## src/rtl/hbb_pkg.sv

```systemverilog
package hbb_pkg;
    localparam int CMD_W = 16;
    localparam int LO_CH = 6;
    localparam int HI_CH = 2;
    localparam int NCH   = LO_CH + HI_CH;

    // command field positions
    localparam int B_CLR  = 15;
    localparam int B_GRP  = 14;
    localparam int B_OLSD = 13;
    localparam int B_ENA  = 7;
    localparam int B_CFG  = 1;
    localparam int B_OVLO = 0;

    // status field positions
    localparam int S_OC  = 15;
    localparam int S_PSF = 14;
    localparam int S_OL  = 13;
    localparam int S_TW  = 0;

    typedef struct packed {
        logic [NCH-1:0] ena;
        logic [NCH-1:0] cfg;
        logic [1:0]     olsd;
        logic           ovlo;
        logic           grp;
    } ctrl_t;

    function automatic logic [NCH-1:0] group_mask(input logic g);
        return g ? {{HI_CH{1'b1}}, {LO_CH{1'b0}}} : {{HI_CH{1'b0}}, {LO_CH{1'b1}}};
    endfunction
endpackage

```

## src/rtl/hbb_cmd_decode.sv

```systemverilog
module hbb_cmd_decode
    import hbb_pkg::*;
(
    input  logic [CMD_W-1:0] cmd_i,
    input  ctrl_t            cur_i,
    output ctrl_t            nxt_o,
    output logic             clr_req_o
);
    always_comb begin
        nxt_o      = cur_i;
        nxt_o.grp  = cmd_i[B_GRP];
        nxt_o.ovlo = cmd_i[B_OVLO];
        nxt_o.olsd[cmd_i[B_GRP]] = cmd_i[B_OLSD];
        if (cmd_i[B_GRP]) begin
            nxt_o.ena[NCH-1:LO_CH] = cmd_i[B_ENA +: HI_CH];
            nxt_o.cfg[NCH-1:LO_CH] = cmd_i[B_CFG +: HI_CH];
        end else begin
            nxt_o.ena[LO_CH-1:0] = cmd_i[B_ENA +: LO_CH];
            nxt_o.cfg[LO_CH-1:0] = cmd_i[B_CFG +: LO_CH];
        end
    end

    assign clr_req_o = cmd_i[B_CLR];
endmodule

```

## src/rtl/hbb_fault_latch.sv

```systemverilog
module hbb_fault_latch #(
    parameter int W = 8
) (
    input  logic         clk_i,
    input  logic         rst_ni,
    input  logic         wipe_i,
    input  logic [W-1:0] set_i,
    input  logic [W-1:0] clr_i,
    output logic [W-1:0] q_o
);
    logic [W-1:0] flag_d, flag_q;

    // set beats clear; sleep beats everything
    always_comb begin
        if (wipe_i) flag_d = '0;
        else        flag_d = (flag_q & ~clr_i) | set_i;
    end

    always_ff @(posedge clk_i or negedge rst_ni) begin
        if (!rst_ni) flag_q <= '0;
        else         flag_q <= flag_d;
    end

    assign q_o = flag_q;
endmodule

```

## src/rtl/hbb_status_pack.sv

```systemverilog
module hbb_status_pack
    import hbb_pkg::*;
(
    input  logic             grp_i,
    input  logic [NCH-1:0]   act_i,
    input  logic [NCH-1:0]   cfg_i,
    input  logic [NCH-1:0]   oc_i,
    input  logic [NCH-1:0]   ol_i,
    input  logic             psf_i,
    input  logic             tw_i,
    output logic [CMD_W-1:0] status_o
);
    logic [NCH-1:0] sel;

    always_comb begin
        sel             = group_mask(grp_i);
        status_o        = '0;
        status_o[S_OC]  = |(oc_i & sel);
        status_o[S_PSF] = psf_i;
        status_o[S_OL]  = |(ol_i & sel);
        status_o[S_TW]  = tw_i;
        if (grp_i) begin
            status_o[B_ENA +: HI_CH] = act_i[NCH-1:LO_CH];
            status_o[B_CFG +: HI_CH] = cfg_i[NCH-1:LO_CH];
        end else begin
            status_o[B_ENA +: LO_CH] = act_i[LO_CH-1:0];
            status_o[B_CFG +: LO_CH] = cfg_i[LO_CH-1:0];
        end
    end
endmodule

```

## src/rtl/hbridge_bank_regs.sv

```systemverilog
module hbridge_bank_regs
    import hbb_pkg::*;
(
    input  logic             clk_i,
    input  logic             rst_ni,
    input  logic             enable_i,
    input  logic [CMD_W-1:0] cmd_i,
    input  logic             cmd_valid_i,
    input  logic [NCH-1:0]   oc_evt_i,
    input  logic [NCH-1:0]   ol_evt_i,
    input  logic [NCH-1:0]   hot_i,
    input  logic             ov_i,
    input  logic             uv_i,
    input  logic             warm_i,
    output logic [CMD_W-1:0] status_o,
    output logic             tsd_flag_o,
    output logic [NCH-1:0]   hs_on_o,
    output logic [NCH-1:0]   ls_on_o
);
    ctrl_t          ctrl_d, ctrl_q, ctrl_cmd;
    logic           clr_req;
    logic [NCH-1:0] clr_mask;
    logic [NCH-1:0] oc_q, ol_q, tsd_q;
    logic [NCH-1:0] act;
    logic           supply_off;
    logic           sel_grp;

    hbb_cmd_decode u_dec (
        .cmd_i     (cmd_i),
        .cur_i     (ctrl_q),
        .nxt_o     (ctrl_cmd),
        .clr_req_o (clr_req)
    );

    always_comb begin
        ctrl_d = ctrl_q;
        if (!enable_i)        ctrl_d = '0;
        else if (cmd_valid_i) ctrl_d = ctrl_cmd;
    end

    always_ff @(posedge clk_i or negedge rst_ni) begin
        if (!rst_ni) ctrl_q <= '0;
        else         ctrl_q <= ctrl_d;
    end

    assign clr_mask = (enable_i && cmd_valid_i && clr_req) ? group_mask(cmd_i[B_GRP]) : '0;

    hbb_fault_latch #(.W(NCH)) u_oc (
        .clk_i (clk_i), .rst_ni (rst_ni), .wipe_i (!enable_i),
        .set_i (oc_evt_i), .clr_i (clr_mask), .q_o (oc_q)
    );

    hbb_fault_latch #(.W(NCH)) u_ol (
        .clk_i (clk_i), .rst_ni (rst_ni), .wipe_i (!enable_i),
        .set_i (ol_evt_i), .clr_i (clr_mask), .q_o (ol_q)
    );

    // a still-hot channel re-sets its latch, so a clear only sticks once cool
    hbb_fault_latch #(.W(NCH)) u_tsd (
        .clk_i (clk_i), .rst_ni (rst_ni), .wipe_i (!enable_i),
        .set_i (hot_i), .clr_i (clr_mask), .q_o (tsd_q)
    );

    assign supply_off = uv_i | (ov_i & ctrl_q.ovlo);

    for (genvar i = 0; i < NCH; i++) begin : g_ch
        localparam int GRP = (i < LO_CH) ? 0 : 1;
        assign act[i] = enable_i & ctrl_q.ena[i] & ~oc_q[i] & ~tsd_q[i]
                      & ~(ol_q[i] & ctrl_q.olsd[GRP]) & ~supply_off;
    end

    assign hs_on_o    = act & ctrl_q.cfg;
    assign ls_on_o    = act & ~ctrl_q.cfg;
    assign tsd_flag_o = |tsd_q;
    assign sel_grp    = ctrl_q.grp;

    hbb_status_pack u_pack (
        .grp_i    (ctrl_q.grp),
        .act_i    (act),
        .cfg_i    (ctrl_q.cfg),
        .oc_i     (oc_q),
        .ol_i     (ol_q),
        .psf_i    (ov_i | uv_i),
        .tw_i     (warm_i),
        .status_o (status_o)
    );
endmodule

```

## config.mk

```make
export PLATFORM = sky130hd
export DESIGN_NAME = hbridge_bank_regs
export DESIGN_NICKNAME = d
export VERILOG_FILES = /design/src/rtl/hbb_pkg.sv /design/src/rtl/hbb_cmd_decode.sv /design/src/rtl/hbb_fault_latch.sv /design/src/rtl/hbb_status_pack.sv /design/src/rtl/hbridge_bank_regs.sv
export SDC_FILE = /design/constraint.sdc
export NUM_CORES = 1
export LEC_CHECK = 0
export BUFFER_PORTS_ARGS = -buffer_cell sky130_fd_sc_hd__clkbuf_2
export CORE_MARGIN = 1.5
export CORE_UTILIZATION = 49
export DETAILED_ROUTE_END_ITERATION = 10
export PLACE_DENSITY = 0.79
export SLEW_MARGIN = 30
export SYNTH_ARGS = -nofsm -noshare
export SYNTH_HDL_FRONTEND = slang
export SYNTH_SLANG_ARGS = --single-unit
```

## constraint.sdc

```tcl
create_clock -name clk_i -period 2 [get_ports clk_i]
set_clock_uncertainty 0.15 [all_clocks]
set_input_delay 0.4 -clock clk_i [delete_from_list [all_inputs] [get_ports clk_i]]
set_output_delay 0.4 -clock clk_i [all_outputs]
set_load 0.02 [all_outputs]
```

# Word-level counts from Yosys, hierarchy flattened
# Index checks and enable logic that the tools add are counted.
word_totals:
  ff_bits: 44
  wordCells: 130
op_classes:
  magnitude_cmp: 2
  eq_ne: 3
  muxes: 19
  n_bitwise: 88
  n_reduce_logical: 8
ops:
  columns: ["op", "count"]
  rows:
  - ["$and 8x8->8", 7]
  - ["$and 1x1->1", 49]
  - ["$mux 8", 6]
  - ["$mux 20", 2]
  - ["$not 1->1", 25]
  - ["$or 8x8->8", 3]
  - ["$reduce_or 8->1", 3]
  - ["$not 8->8", 2]
  - ["$mux 6", 2]
  - ["$mux 2", 4]
  - ["$mux 4", 2]
  - ["$ne 2x1->1 const B", 2]
  - ["$reduce_and 2->1", 2]
  - ["$logic_and 1x1->1", 3]
  - ["$bwmux 2", 1]
  - ["$lt 1x2->1 const B", 1]
  - ["$ne 2x2->1 const B", 1]
  - ["$or 1x1->1", 2]
  - ["$demux 1 s1", 1]
  - ["$ge 1x1->1 const B", 1]
  - ["$mux 1", 1]

# Depth between registers and ports, before layout
depth:
  ltp_word: 7
  mapped_depth: 5
  mapped_depth_nobuf: 3

# Hierarchy
# From an unflattened synthesis, not the netlist that was laid out.
unflattened:
  cells_unflattened: 277
  area_unflattened_um2: 2911.5
modules_own_cells:
  columns: ["module", "instances", "cells_each", "area_per_inst_um2", "seq_area_each_um2"]
  rows:
  - ["hbb_fault_latch", 3, 33, 421.7, 200.2]
  - ["hbridge_bank_regs", 1, 131, 1139.8, 500.5]
  - ["hbb_cmd_decode", 1, 23, 294.0, 0.0]
  - ["hbb_status_pack", 1, 24, 212.7, 0.0]

# Worst setup path before layout
# No wires, ideal clock.
synth_timing:
  path_kind: "input -> output"
  start: "input uv_i"
  end: "output hs_on_o[0]"
  arrival_time_ns: 1.261
  path_slack_ns: 0.189
  path_stages: 3
  path_buffers: 1
  path_cell_list: "nand3b_1 -> buf_2 -> nor3_1"
synth_via:
  elab_chain_cells: 4
synth_lines:
  columns: ["element", "line_no", "rtl"]
  rows:
  - ["start, declared", "hbridge_bank_regs.sv:13", "input logic uv_i,"]
  - ["$or 1x1->1", "hbridge_bank_regs.sv:64", "assign supply_off = uv_i | (ov_i & ctrl_q.ovlo);"]
  - ["$not 1->1", "hbridge_bank_regs.sv:69", "& ~(ol_q[i] & ctrl_q.olsd[GRP]) & ~supply_off;"]
  - ["$and 1x1->1", "hbridge_bank_regs.sv:69", null]
  - ["$and 8x8->8", "hbridge_bank_regs.sv:72", "assign hs_on_o = act & ctrl_q.cfg;"]
  - ["end, declared", "hbridge_bank_regs.sv:17", "output logic [NCH-1:0] hs_on_o,"]
# Every way passes these cells.

# Final worst setup path
layout_timing:
  start: "register u_oc.flag_q[3] (netlist: u_oc.q_o[3])"
  end: "output status_o[15]"
layout_via:
  elab_chain_cells: 2
layout_lines:
  columns: ["element", "line_no", "rtl"]
  rows:
  - ["start, declared", "hbb_fault_latch.sv:11", "logic [W-1:0] flag_d, flag_q;"]
  - ["start signal, assigned", "hbb_fault_latch.sv:21", "else flag_q <= flag_d;"]
  - ["$and 8x8->8", "hbb_status_pack.sv:18", "status_o[S_OC] = |(oc_i & sel);"]
  - ["$reduce_or 8->1", "hbb_status_pack.sv:18", null]
  - ["end, declared", "hbridge_bank_regs.sv:15", "output logic [CMD_W-1:0] status_o,"]
# Every way passes these cells.

==> summary.md <==
| Metric | Value |
|---|---|
| Final instance area | 2910 µm² |
| Layout area overhead | 32.7% |
| Number of port buffers | 77 |
| Die area | 4890 µm² |
| Layout cells sized above 1 | 38.2% |
| Fin. Hold Viols | 0 |
| WS Path Type | register to output pin |
| CP cell instances | or4_4 > nor4_2 > a21oi_1 > buf_2 |
| Pins Over Slew Limit | 0 |
| Worst-case clock buffer depth | 2 |
| DRT Wirelength | 5640 µm |
| Maximum vdd ir drop | 0.529 mV |
| Slew headroom | 63.3% |
| Post-DP HPWL | 4030 µm |
| Residual overflow from global routing | 0 |
| Worst Hold Class | primary input to async pin |
| DRT antenna net count | 0 |
| I/O Pins | 80 |
| TritonRoute pass-1 iters | 4 |
| Fraction of registers with async set/reset | 100% |
| Top FF cell, synth | dfrtp_1 |
| Worst EP arrival | 1630 ps |
| Unrepaired setup endpoints after global routing | yes |
| First DRT Iteration DRCs | 125 |
| Worst-path maximum fanout | 3 |
| Row cnt | 24 |
| Residual DRC | 0 |
| Syn Std Cell Area | 2190 µm² |
| Sink Count | 44 |
| Layout Utilization | 67.3% |
| Largest net degree at the start of global routing | 45 |
| CTS tree | yes |
| Worst path bufs/invs | 1 |
| All-Layer GR Usage | 24.0% |
| # diodes | 0 |
| Max Cap Violations | 0 |
| Initial Util | 50.8% |
| Die height | 69.9 µm |
| Synth warnings | 0 |
| Synth area leader | dfrtp_1 |
| Critical-path top delay cell | or4_4 |
| Period minus WS final | 2180 ps |
| Synth Area per Inst | 8.85 µm² |
| Power Density | 634 nW/µm² |
| TNS Setup | -906 ps |
| Yosys reg bits | 44 |
| Worst-Margin Slew | 551 ps |
| Status | complete, but fails checks |
| Number of global-route vias before repair | 1933 |
| Placed Area | 2590 µm² |
| Sequential share of the synthesized area | 50.2% |
| Core Region | 4320 µm² |
| EDFF count, synth | 0 |
| Lkg Pwr | 1.33 nW |
| Antenna violations before repair | 0 |
| H-tree Lvls | 2 |
| WL/cell | 14.9 µm |
| Vias/cell | 5.44 |
| First-pass GRT wire length | 9250 µm |
| Fmax achieved | 0.460 GHz |
| Clock-pin slew on the worst setup and hold paths | 80 ps |
| Mapped Cells | 248 |
| Failing checks | negative setup slack |
| Die Width | 69.9 µm |
| CP max stage delay | 540 ps |
| Synth top area cells | dfrtp_1 (50%), nand2_1 (8.2%), nor2b_1 (7.1%), a21oi_1 (6.4%), nor3_1 (4.6%) |
| Final setup viols | 8 |
| Count leader, synth | nand2_1 |
| Via Count | 2063 |
| Reg2reg setup slack | 840 ps |
| Yosys top cell area share | 50.2% |
| Final setup margin | -175 ps |
| Netlist cell types | 25 |
| Worst path top cell family by delay | simple AND/OR/NAND/NOR gates |
| Endpoint type of the worst setup path | output pin |
| Final-stage net count | 373 |
| CP Launch Type | register |
| Final Cycle Share | 109% |
| Syn_nets | 295 |
| Commonest cells post-synth | nand2_1 (48), dfrtp_1 (44), a21oi_1 (28), nor2b_1 (25), nor3_1 (20) |
| Total power | 1.85 mW |
| Final Wtd Congestion | 0.833 |
| Worst-skew pair later-pin latency | 300 ps |
| CP required | 1450 ps |
| Hold Slack | 11.6 ps |
| Clock Tree Root | clkbuf_8 |
| CTS Buf Count | 5 |
through the flow:
stage | worst slack, ps | instances
detailed placement | 82.5 | 367
global placement | 69.4 | 367
global route | -247 | 379
finish | -175 | 379
floorplan | 189 | 248
CTS | -208 | 375
where the power goes:
group          switching [mW]  internal, mW
Sequential             0.0547         0.941
Combinational           0.160         0.123
Clock                   0.287         0.282
sequential cells by signal, indices dropped and copies added, names as in the netlist:
register	flops
ctrl_q	19
sel_grp	1
u_oc.q_o	8
u_ol.q_o	8
u_tsd.q_o	8
cell families after synthesis:
kind of cell | synth area share [%]
AND/OR/NAND/NOR | 30.0
AO/OA/AOI/OAI | 14.0
flip-flops | 50.2
buffers and inverters | 5.36
multiplexers | 0.456
worst reg2reg max path, stage by stage (launching register included):
cell and delay (ps):
dfrtp_2 470, buf_4 240, nand2b_1 70, a21boi_0 160
timing repair:
action | in CTS | in global routing
buffers inserted | 0 | 4
endpoints found under the hold margin | 0 | 0
pin swaps | 0 | 6
resized for setup | 12 | 58
gates cloned | 0 | 0
hold buffers | 0 | 0
endpoints found under the setup margin | 20 | 26
layer usage:
metal  vias up  GRT usage (%)  wire, µm
met5         -              0         0
met4         0           5.13        73
met3         7           5.63       316
met2        75           36.5      2820
met1       988           35.3      2440
li1        993              -         -
area by class of cell:
class | instances | area (µm²)
Timing Repair Buffer | 86 | 497
Sequential cell | 44 | 1100
Multi-Input combinational cell | 181 | 1120
Inverter | 8 | 30.0
Fill cell | 366 | 1410
Clock buffer | 8 | 90.1
Tap cell | 52 | 65.1
final timing paths:
path	startpoint	to	cells past startpoint
max	u_oc.q_o[3]	status_o[15]	4
min	rst_ni	ctrl_q[1]	2
max reg2reg	sel_grp	sel_grp	3
min reg2reg	ctrl_q[14]	ctrl_q[14]	2
max in group asynchronous	rst_ni	u_oc.q_o[1]	2
min in group clk_i	cmd_i[5]	ctrl_q[8]	3
layout by cell type, fill, tap and decap left out, types with 6 or more instances in the layout:
cell type,count
a21boi_0,9
nand2_1,45
clkbuf_8,6
inv_1,8
buf_2,8
nor3_1,8
nand3_1,9
a21boi_1,10
clkbuf_2,56
dfrtp_1,41
nor2b_1,25
buf_4,18
nor3_2,11
a21oi_1,26
nor2_1,7
(Power assumes the default switching activity.)
